<file path="src/rtl/sb_pkg.sv">
package sb_pkg;
    parameter int SB_UNITS = 4;
    parameter int SB_REGS  = 8;
    localparam int UNIT_W  = $clog2(SB_UNITS + 1);
    localparam int REG_W   = $clog2(SB_REGS);

    typedef logic [UNIT_W-1:0] unit_t;
    typedef logic [REG_W-1:0]  reg_t;

    // per-unit status entry; unit number 0 means "no producer"
    typedef struct packed {
        logic  busy;
        logic  opnd_read;
        logic  exec_fin;
        reg_t  dst;
        reg_t  src_a;
        reg_t  src_b;
        unit_t prod_a;
        unit_t prod_b;
        logic  rdy_a;
        logic  rdy_b;
    } unit_status_t;

    typedef struct {
        unit_status_t unit [SB_UNITS];
        unit_t        owner [SB_REGS];
    } sb_state_t;
endpackage

</file>
<file path="src/rtl/sb_war_check.sv">
module sb_war_check
    import sb_pkg::*;
(
    input  logic [SB_UNITS-1:0] waiting,
    input  logic [SB_UNITS-1:0] rdy_a,
    input  logic [SB_UNITS-1:0] rdy_b,
    input  reg_t                src_a [SB_UNITS],
    input  reg_t                src_b [SB_UNITS],
    input  reg_t                dst   [SB_UNITS],
    output logic [SB_UNITS-1:0] block
);
    for (genvar w = 0; w < SB_UNITS; w++) begin : g_writer
        logic blk;
        always_comb begin
            blk = 1'b0;
            for (int r = 0; r < SB_UNITS; r++) begin
                if (r != w && waiting[r] &&
                    ((rdy_a[r] && src_a[r] == dst[w]) ||
                     (rdy_b[r] && src_b[r] == dst[w])))
                    blk = 1'b1;
            end
        end
        assign block[w] = blk;
    end
endmodule

</file>
<file path="src/rtl/sb_wb_arbiter.sv">
module sb_wb_arbiter #(
    parameter int N = 4
) (
    input  logic [N-1:0] req,
    output logic [N-1:0] gnt
);
    // lowest set bit wins
    assign gnt = req & (~req + N'(1));
endmodule

</file>
<file path="src/rtl/sb_scoreboard.sv">
module sb_scoreboard
    import sb_pkg::*;
(
    input  logic                clk,
    input  logic                rst_n,
    input  logic                iss_valid,
    input  logic [UNIT_W-1:0]   iss_unit,
    input  logic [REG_W-1:0]    iss_dst,
    input  logic [REG_W-1:0]    iss_src_a,
    input  logic [REG_W-1:0]    iss_src_b,
    input  logic [SB_UNITS-1:0] exec_done,
    output logic                iss_grant,
    output logic [SB_UNITS-1:0] rd_grant,
    output logic [SB_UNITS-1:0] wb_grant,
    output logic [REG_W-1:0]    wb_reg
);
    sb_state_t state_q, state_d;

    logic [SB_UNITS-1:0] war_block, wb_req;
    logic [SB_UNITS-1:0] waiting_v, rdy_a_v, rdy_b_v;
    reg_t                src_a_v [SB_UNITS];
    reg_t                src_b_v [SB_UNITS];
    reg_t                dst_v   [SB_UNITS];
    logic                unit_known, unit_free;
    unit_t               writer, pa, pb;

    always_comb begin : unpack_status
        for (int i = 0; i < SB_UNITS; i++) begin
            waiting_v[i] = state_q.unit[i].busy && !state_q.unit[i].opnd_read;
            rdy_a_v[i]   = state_q.unit[i].rdy_a;
            rdy_b_v[i]   = state_q.unit[i].rdy_b;
            src_a_v[i]   = state_q.unit[i].src_a;
            src_b_v[i]   = state_q.unit[i].src_b;
            dst_v[i]     = state_q.unit[i].dst;
        end
    end

    sb_war_check u_war (
        .waiting (waiting_v),
        .rdy_a   (rdy_a_v),
        .rdy_b   (rdy_b_v),
        .src_a   (src_a_v),
        .src_b   (src_b_v),
        .dst     (dst_v),
        .block   (war_block)
    );

    sb_wb_arbiter #(.N(SB_UNITS)) u_arb (
        .req (wb_req),
        .gnt (wb_grant)
    );

    always_comb begin : grant_gen
        unit_known = 1'b0;
        unit_free  = 1'b0;
        for (int i = 0; i < SB_UNITS; i++) begin
            rd_grant[i] = state_q.unit[i].busy && !state_q.unit[i].opnd_read &&
                          state_q.unit[i].rdy_a && state_q.unit[i].rdy_b;
            wb_req[i]   = state_q.unit[i].busy && state_q.unit[i].exec_fin &&
                          !war_block[i];
            if (iss_unit == unit_t'(i + 1)) begin
                unit_known = 1'b1;
                unit_free  = !state_q.unit[i].busy;
            end
        end
        iss_grant = iss_valid && unit_known && unit_free &&
                    (state_q.owner[iss_dst] == '0);
    end

    always_comb begin : next_state
        state_d = state_q;
        writer  = '0;
        wb_reg  = '0;
        for (int i = 0; i < SB_UNITS; i++) begin
            if (wb_grant[i]) begin
                writer = unit_t'(i + 1);
                wb_reg = state_q.unit[i].dst;
            end
        end
        // write-back: release writer, wake up its consumers
        if (writer != '0) begin
            state_d.owner[wb_reg] = '0;
            for (int i = 0; i < SB_UNITS; i++) begin
                if (wb_grant[i]) begin
                    state_d.unit[i] = '0;
                end else begin
                    if (state_q.unit[i].busy && state_q.unit[i].prod_a == writer) begin
                        state_d.unit[i].rdy_a  = 1'b1;
                        state_d.unit[i].prod_a = '0;
                    end
                    if (state_q.unit[i].busy && state_q.unit[i].prod_b == writer) begin
                        state_d.unit[i].rdy_b  = 1'b1;
                        state_d.unit[i].prod_b = '0;
                    end
                end
            end
        end
        for (int i = 0; i < SB_UNITS; i++) begin
            if (rd_grant[i])
                state_d.unit[i].opnd_read = 1'b1;
            if (exec_done[i] && state_q.unit[i].busy && state_q.unit[i].opnd_read &&
                !wb_grant[i])
                state_d.unit[i].exec_fin = 1'b1;
        end
        // issue: record the new entry
        pa = state_q.owner[iss_src_a];
        pb = state_q.owner[iss_src_b];
        if (writer != '0 && pa == writer) pa = '0;
        if (writer != '0 && pb == writer) pb = '0;
        if (iss_grant) begin
            state_d.owner[iss_dst] = iss_unit;
            for (int i = 0; i < SB_UNITS; i++) begin
                if (iss_unit == unit_t'(i + 1)) begin
                    state_d.unit[i].busy      = 1'b1;
                    state_d.unit[i].opnd_read = 1'b0;
                    state_d.unit[i].exec_fin  = 1'b0;
                    state_d.unit[i].dst       = iss_dst;
                    state_d.unit[i].src_a     = iss_src_a;
                    state_d.unit[i].src_b     = iss_src_b;
                    state_d.unit[i].prod_a    = pa;
                    state_d.unit[i].prod_b    = pb;
                    state_d.unit[i].rdy_a     = (pa == '0);
                    state_d.unit[i].rdy_b     = (pb == '0);
                end
            end
        end
    end

    always_ff @(posedge clk) begin
        if (!rst_n) begin
            for (int i = 0; i < SB_UNITS; i++) state_q.unit[i] <= '0;
            for (int r = 0; r < SB_REGS; r++)  state_q.owner[r] <= '0;
        end else begin
            state_q <= state_d;
        end
    end
endmodule

</file>
<file path="config.mk">
export PLATFORM = sky130hd
export DESIGN_NAME = sb_scoreboard
export DESIGN_NICKNAME = d
export VERILOG_FILES = /design/src/rtl/sb_pkg.sv /design/src/rtl/sb_war_check.sv /design/src/rtl/sb_wb_arbiter.sv /design/src/rtl/sb_scoreboard.sv
export SDC_FILE = /design/constraint.sdc
export NUM_CORES = 1
export LEC_CHECK = 0
export ABC_AREA = 1
export ABC_CLOCK_PERIOD_IN_PS = 5600
export BUFFER_PORTS_ARGS = -buffer_cell sky130_fd_sc_hd__buf_2
export CAP_MARGIN = 20
export CORE_ASPECT_RATIO = 1.1
export CORE_MARGIN = 5
export CORE_UTILIZATION = 35
export CTS_CLUSTER_DIAMETER = 60
export DETAILED_ROUTE_END_ITERATION = 10
export PLACE_DENSITY = 0.58
export SLEW_MARGIN = 10
export SYNTH_ARGS = -nofsm -noshare
export SYNTH_HDL_FRONTEND = slang
export SYNTH_SLANG_ARGS = --single-unit
</file>
<file path="constraint.sdc">
create_clock -name clk -period 5.6 [get_ports clk]
set_clock_uncertainty 0.05 [all_clocks]
set_input_delay 0.56 -clock clk [delete_from_list [all_inputs] [get_ports clk]]
set_output_delay 0.56 -clock clk [all_outputs]
set_load 0.1 [all_outputs]
</file>
=== After elaboration in Yosys (flattened, before gate mapping) ===
Index checks and enable logic that the tools add are counted.

* Logic and storage cells: 298
* Flip-flop bits (word level): 104
* Output and inout bits: 12

* Add/sub/neg operators: 1
* Order comparisons: 6
* Bitwise logic cells: 8
* Eq/ne operators: 38
* Mux-type cells: 82
* Reduce and logical (&&, ||, !) cells: 115

{| class="wikitable"
|+ Operator list
! operator !! number
|-
| 2-to-1 mux 104 bit || 2
|-
| equality test 3 bit || 34
|-
| logical AND 1 bit || 83
|-
| 2-to-1 mux 20 bit || 4
|-
| 2-to-1 mux 3 bit || 25
|-
| 2-to-1 mux 12 bit || 4
|-
| 2-to-1 mux 1 bit || 37
|-
| 2-to-1 mux 8 bit || 4
|-
| binary-select mux 3 bit (select 3 bit) || 3
|-
| bitwise AND 24 bit || 1
|-
| bitwise mux 24 bit || 1
|-
| NOT 24 bit || 1
|-
| demux 3 bit (select 3 bit) || 2
|-
| greater-or-equal comparator 4 bit (second input constant) || 4
|-
| zero test 1 bit || 16
|-
| NOT 3 -> 4 bit || 4
|-
| logical OR 1 bit || 12
|-
| zero test 3 bit || 3
|-
| less-than comparator 4 x 1 -> 1 bit (second input constant) || 2
|-
| equality test 3 x 2 -> 1 bit (second input constant) || 2
|-
| adder 4 x 1 -> 4 bit (second input constant) || 1
|-
| bitwise AND 4 bit || 1
|-
| NOT 4 bit || 1
|-
| equality test 3 x 1 -> 1 bit (second input constant) || 1
|-
| other kinds (2) || 2
|}

=== Logic depth before layout (Yosys ltp) ===
* Depth in word-level cells: 27
* Gate-level depth with buffers: 22
* Gate-level depth less buffers: 20

=== Cells and area by module ===
A second synthesis with hierarchy kept.

* Cell total of the unflattened synthesis: 1105
* Area total of the unflattened synthesis: 6641.4 um2

{| class="wikitable"
|+ By module, submodules not included
! module !! seq. area each (um2) !! cells an instance !! instances !! area each (um2)
|-
| sb_scoreboard || 2082.0 || 744 || 1 || 5242.5
|-
| sb_war_check || 0.0 || 352 || 1 || 1361.3
|-
| sb_wb_arbiter || 0.0 || 9 || 1 || 37.5
|}

=== Worst setup path after synthesis ===
No wires, ideal clock.

* Kind: reg-to-output
* From: register state_q[63] (netlist bit)
* To: output port rd_grant[2]
* Slack: 1.564 ns
* Stages on the path, launching flop included: 3
* Data arrival time: 3.426 ns
* Cells stage by stage: dfxtp_1 inv_1 nor4_1

* Longest elaborated chain between the ends: 3

{| class="wikitable"
|+ Ends and longest elaborated chain
! item !! line !! text
|-
| start, declared || sb_scoreboard.sv:17 || <nowiki>sb_state_t state_q, state_d;</nowiki>
|-
| start signal, assigned || sb_scoreboard.sv:134 || <nowiki>state_q <= state_d;</nowiki>
|-
| logical AND 1 bit (2 in a row) || sb_scoreboard.sv:57 || <nowiki>rd_grant[i] = state_q.unit[i].busy && !state_q.unit[i].opnd_read &&</nowiki>
|-
| logical AND 1 bit || sb_scoreboard.sv:58 || <nowiki>state_q.unit[i].rdy_a && state_q.unit[i].rdy_b;</nowiki>
|-
| end, declared || sb_scoreboard.sv:13 || <nowiki>output logic [SB_UNITS-1:0] rd_grant,</nowiki>
|}

No other way between the ends.

=== Worst setup path after layout ===
* From: register state_q (netlist bit dst_v[6])
* To: output port wb_reg[0]

* Longest elaborated chain between the ends: 15
* Elaborated cells between the ends (all ways): 29
* Those cells by class: add/sub: 1; eq/ne: 6; mux: 6; bitwise: 2; reduce/logical: 14

{| class="wikitable"
|+ Ends and longest elaborated chain
! item !! line !! text
|-
| equality test 3 bit (on tied branches) || sb_war_check.sv:18, sb_war_check.sv:19 ||
|-
| logical AND 1 bit (on tied branches) || sb_war_check.sv:18, sb_war_check.sv:19 ||
|-
| logical OR 1 bit || sb_war_check.sv:18 || <nowiki>((rdy_a[r] && src_a[r] == dst[w]) ||</nowiki>
|-
| logical AND 1 bit || sb_war_check.sv:17 || <nowiki>if (r != w && waiting[r] &&</nowiki>
|-
| 2-to-1 mux 1 bit (3 in a row) || sb_war_check.sv:17 ||
|-
| zero test 1 bit || sb_scoreboard.sv:60 || <nowiki>!war_block[i];</nowiki>
|-
| logical AND 1 bit || sb_scoreboard.sv:59 || <nowiki>wb_req[i] = state_q.unit[i].busy && state_q.unit[i].exec_fin &&</nowiki>
|-
| NOT 4 bit || sb_wb_arbiter.sv:8 || <nowiki>assign gnt = req & (~req + N'(1));</nowiki>
|-
| adder 4 x 1 -> 4 bit || sb_wb_arbiter.sv:8 ||
|-
| bitwise AND 4 bit || sb_wb_arbiter.sv:8 ||
|-
| 2-to-1 mux 3 bit (2 in a row) || sb_scoreboard.sv:75 || <nowiki>if (wb_grant[i]) begin</nowiki>
|-
| 2-to-1 mux 3 bit (*) || sb_scoreboard.sv:75 ||
|-
| end, declared || sb_scoreboard.sv:15 || <nowiki>output logic [REG_W-1:0] wb_reg</nowiki>
|}

Every way passes the cells marked *; elsewhere a longest branch is shown, timed or not.

==> impl_summary.txt <==
----------------------------------------------------
[Timing]
  Unrepaired setup endpoints after global routing ... no
  Slew at the pin closest to its max-slew limit ... 0.8059 ns
  Total Neg Setup Slack ... 0 ns
  Final critical-path required period ... ~3.8 ns
  Final setup violation count ... 0
  FMAX ... 263.3 MHz
  Worst slew margin relative to its limit ... 0.4571
  Fin crit share ... 0.6782
  Final number of max-transition violations ... 0
  Final hold violations ... 0

[Place]
  Number of buffers added on ports ... 30
  Placed cell count ... 1,337
  Dpl cell area ... 6807 um2
  DP HPWL ... 17,030 um
  Last weighted congestion value of the routability-driven placer ... 0.8990

[Clock tree]
  Clock transition at path regs ... ~0.080 ns
  TritonCTS clock tree ... built
  Post-CTS Setup Repair Bufs ... 0
  Num CTS Buffers ... 9
  Hold buffer count at CTS ... 0
  Maximum buffer depth of the clock tree ... 2
  Number of gates given a new drive strength after cts ... 0
  # clock sinks ... around 100
  Clock latency on the worst-skew pair ... 0.36 ns
  Root Buffer Master ... sky130_fd_sc_hd__clkbuf_16
  H-Tree Level Count ... 3

[Power]
  Switching power of the nets ... 0.0004314 W
  Gate power share ... 0.092
  Internal power ... 0.001138 W
  Cell area power density ... 220.7 nW/um2
  Leakage power summed over all cells ... ~3 nW
  Clock Power Share ... 0.426
  Part of the total power dissipated in sequential elements ... 0.481
  Worst vdd ir ... approximately 0.13 mV
  Switching Share ... 0.2750

[Worst setup path]
  Slowest cell on the critical path ... sky130_fd_sc_hd__dfxtp_1
  Reg-to-reg critical path startpoint ... dst_v[6]$_SDFF_PN0_
  Slowest stage delay, CP ... 0.54 ns
  Critical path peak fanout ... 12
  Most common cell on crit path ... sky130_fd_sc_hd__nand2_1
  Buffers & Inverters on Critical Path ... 3
  Critical Path Source ... dst_v[6]$_SDFF_PN0_
  Path type of the worst setup path ... reg2out
  Kind of cell adding the most delay to the critical path ... simple AND/OR/NAND/NOR gates
  Number of cells on the worst reg-to-reg path ... 17
  Critical path endpoint category ... output pin
  Endpoint arrival time on the critical path ... roughly 3.2 ns
  Required @ worst endpoint ... 4.99 ns
  Cells traversed along the worst timing path ... inv_2 -> nand2_1 -> nand2_1 -> nor2_1 -> nand2_1 -> nand2_1 -> nand2_1 -> nand2_1 -> nor2_4 -> nor2_8 -> nand2_4 -> inv_1 -> nand2_1 -> nand2_2 -> buf_2
  Setup slack of the most critical reg-to-reg path ... 2.40 ns
  Endpoint of the worst-slack reg-to-reg timing path ... state_q[29]$_SDFF_PN0_
  Worst setup SP type ... flop

[Routing]
  Drt drc ... 0
  Number of DRC markers after the initial detailed-route iteration ... 365
  Average wire length per cell after detail routing ... around 16 um
  Detail-routed via count per cell ... 5.089
  Via count of the routed design ... 6,881
  Initial DRT Pass Iterations ... 5
  Detailed Route WL ... between 20,000 and 25,000 um
  Count of nets left with antenna violations after detail routing ... 0

[Floorplan]
  Area enclosed by the die boundary ... 21,340 um2
  I/O pin cnt ... 31
  Die boundary height ... 152.7 um
  Core Region ... between 15,000 and 20,000 um2
  Die span in x ... 139.7 um
  Cell Rows ... 52
  Starting density of the core ... 0.3544

[Global routing]
  Global-route wire length before repair ... 35,800 um
  Global route overflow ... 0
  Initial antenna violation count ... 0
  Largest net degree at the start of global routing ... 54
  Number of global-route vias before repair ... 6,633
  GR Util All Layers ... 0.2096

[Synthesis]
  Number of distinct library cells after synthesis ... 39
  Compound-gate portion of the synthesized area ... 0.1419
  Dominant combinational cell family by area after synthesis ... simple AND/OR/NAND/NOR gates
  Library cell occupying the most area in the post-synthesis netlist ... sky130_fd_sc_hd__dfxtp_1
  Seq/Total Area, Yosys ... 0.3213
  Xor/xnor share of the synthesized area ... 0.01757
  Synth top area share ... 0.3213
  Post-Syn Instances ... 1,091
  Number of warning messages in the yosys log ... 0
  Flip-flop and latch count after synthesis ... approximately 100
  Syn Std Cell Area ... between 6000 and 7000 um2
  Most area-consuming cells after synthesis ... sky130_fd_sc_hd__dfxtp_1, sky130_fd_sc_hd__nand2_1, sky130_fd_sc_hd__nor2_1, sky130_fd_sc_hd__a21oi_1, sky130_fd_sc_hd__inv_1
  Adder and majority gate portion of the synthesized area ... 0
  Basic-gate share of the synthesized area counting and, or, nand and nor cells ... 0.4260
  Proportion of synthesized area in mux cells ... 0
  Total nets after synthesis ... 1,110
  Average size of a mapped cell ... 5.939 um2

[Finish]
  Fraction of final layout cells sized beyond drive strength 1 ... 0.08566
  Leading cell types in the layout, fill and taps excluded ... sky130_fd_sc_hd__nand2_1, sky130_fd_sc_hd__nor2_1, sky130_fd_sc_hd__dfxtp_1, sky130_fd_sc_hd__inv_1, sky130_fd_sc_hd__a21oi_1
  Nets@finish ... approximately 1,100
  Number of diodes ... 0
  Area of all placed cells without fillers ... 7109 um2
  Area Growth Syn to Fin ... 9.712%
  Most common cell after layout, fill and taps aside ... sky130_fd_sc_hd__nand2_1
  Final cell count without fillers ... around 1,400
  Final core utilization ... 0.3889
  Layout filler cell count ... just over 2,000

[Flow run]
  Max-capacitance violation count ... 0

[Worst hold path]
  Worst Min Path Start ... state_q[81]$_SDFF_PN0_
  Worst hold path class ... reg2reg
  Instance count along the most critical hold path ... 2
  Hold EP ... state_q[81]$_SDFF_PN0_

[Status]
  Result of the run ... complete, no violations

----------------------------------------------------
## worst reg2reg max path, stage by stage (launching register included)
cell                      delay [ns]
sky130_fd_sc_hd__dfxtp_1        0.54
sky130_fd_sc_hd__inv_2          0.20
sky130_fd_sc_hd__nand2_1        0.11
sky130_fd_sc_hd__nand2_1        0.05
sky130_fd_sc_hd__nor2_1         0.10
sky130_fd_sc_hd__nand2_1        0.05
sky130_fd_sc_hd__nand2_1        0.11
sky130_fd_sc_hd__nand2_1        0.08
sky130_fd_sc_hd__nand2_1        0.13
sky130_fd_sc_hd__nor2_4         0.08
sky130_fd_sc_hd__nor2_8         0.19
sky130_fd_sc_hd__nand2_4        0.17
sky130_fd_sc_hd__inv_1          0.28
sky130_fd_sc_hd__nor2_1         0.11
sky130_fd_sc_hd__nand2_1        0.40
sky130_fd_sc_hd__inv_1          0.22
sky130_fd_sc_hd__nand3_1        0.12
sky130_fd_sc_hd__o21ai_0        0.08
## sequential cells by signal (all words and copies together), names as in the netlist
| signal | cells |
|---|---|
| dst_v | 12 |
| rdy_a_v | 4 |
| rdy_b_v | 4 |
| src_a_v | 12 |
| src_b_v | 12 |
| state_q | 60 |
## metrics by stage
step | setup WS [ns] | hold WS, ns | power (W)
after floorplan | 1.564 | 0.3756 | 0.0008670
after global placement | 2.181 | 0.3834 | 0.0009166
after detailed placement | 2.187 | 0.3938 | 0.0009162
after CTS | 1.794 | 0.4087 | 0.001580
after global routing | 1.556 | 0.4248 | 0.001622
final | 1.802 | 0.4082 | 0.001569
## area by class of cell
class | instances | area (um2) | share of cell area
tap | 243 | 304.0 | 0.04277
inverter | 121 | 454.2 | 0.06389
multi-input combinational | 836 | 3794 | 0.5336
clock buffer | 9 | 225.2 | 0.03168
timing repair buffer | 33 | 172.7 | 0.02429
sequential | 104 | 2082 | 0.2929
clock inverter | 6 | 77.57 | 0.01091
## kinds of logic after synthesis
logic type	after synthesis
AND/OR/NAND/NOR	659
AO/OA/AOI/OAI	164
buffers and inverters	151
flip-flops	104
XOR/XNOR	13
## synthesized netlist by cell type
cell,n
sky130_fd_sc_hd__a21oi_1,74
sky130_fd_sc_hd__a21oi_2,1
sky130_fd_sc_hd__a31oi_1,3
sky130_fd_sc_hd__buf_2,15
sky130_fd_sc_hd__buf_4,3
sky130_fd_sc_hd__buf_6,1
sky130_fd_sc_hd__clkbuf_1,11
sky130_fd_sc_hd__clkinv_1,7
sky130_fd_sc_hd__dfxtp_1,104
sky130_fd_sc_hd__inv_1,98
sky130_fd_sc_hd__inv_2,16
sky130_fd_sc_hd__nand2_1,441
sky130_fd_sc_hd__nand2_2,5
sky130_fd_sc_hd__nand2_4,4
sky130_fd_sc_hd__nand3_1,41
sky130_fd_sc_hd__nand3_2,1
sky130_fd_sc_hd__nand3_4,1
sky130_fd_sc_hd__nand3b_1,5
sky130_fd_sc_hd__nand3b_2,1
sky130_fd_sc_hd__nand4_1,3
sky130_fd_sc_hd__nor2_1,122
sky130_fd_sc_hd__nor2_2,5
sky130_fd_sc_hd__nor2_4,5
sky130_fd_sc_hd__nor2_8,3
sky130_fd_sc_hd__nor3_1,15
sky130_fd_sc_hd__nor3_2,1
sky130_fd_sc_hd__nor4_1,6
sky130_fd_sc_hd__o211ai_1,1
sky130_fd_sc_hd__o21ai_0,35
sky130_fd_sc_hd__o21ai_1,10
sky130_fd_sc_hd__o21ai_2,2
sky130_fd_sc_hd__o22ai_1,30
sky130_fd_sc_hd__o31ai_1,2
sky130_fd_sc_hd__o31ai_2,1
sky130_fd_sc_hd__o31ai_4,1
sky130_fd_sc_hd__o32ai_1,1
sky130_fd_sc_hd__o41ai_1,3
sky130_fd_sc_hd__xnor2_1,9
sky130_fd_sc_hd__xor2_1,4
## power by group through the flow
stage	clock network, W	registers (W)	logic (W)
after floorplan	0	0.000768	0.0000988
after CTS	0.000681	0.000755	0.000144
after global routing	0.000704	0.000756	0.000162
final	0.000669	0.000755	0.000145
after detailed placement	0	0.000772	0.000144
after global placement	0	0.000772	0.000144
## worst max path at each step
stage | end | slack (ns) | cells after the start
2_1_floorplan | rd_grant[2] | 1.56 | 2
3_3_place_gp | wb_reg[0] | 2.18 | 15
3_5_place_dp | wb_reg[0] | 2.19 | 15
4_1_cts | wb_reg[0] | 1.79 | 15
5_1_grt | wb_reg[0] | 1.56 | 15
6_report | wb_reg[0] | 1.80 | 15
## per-layer routing
layer / vias to the layer above / track usage / wire length, um
met5: - / 0 / 0
met3: 56 / 0.02637 / 1128
met4: 0 / 0.1098 / 1012
met1: 3135 / 0.2787 / 9849
met2: 213 / 0.3319 / 10210
li1: 3477 / - / -
(Power assumes the default switching activity.)
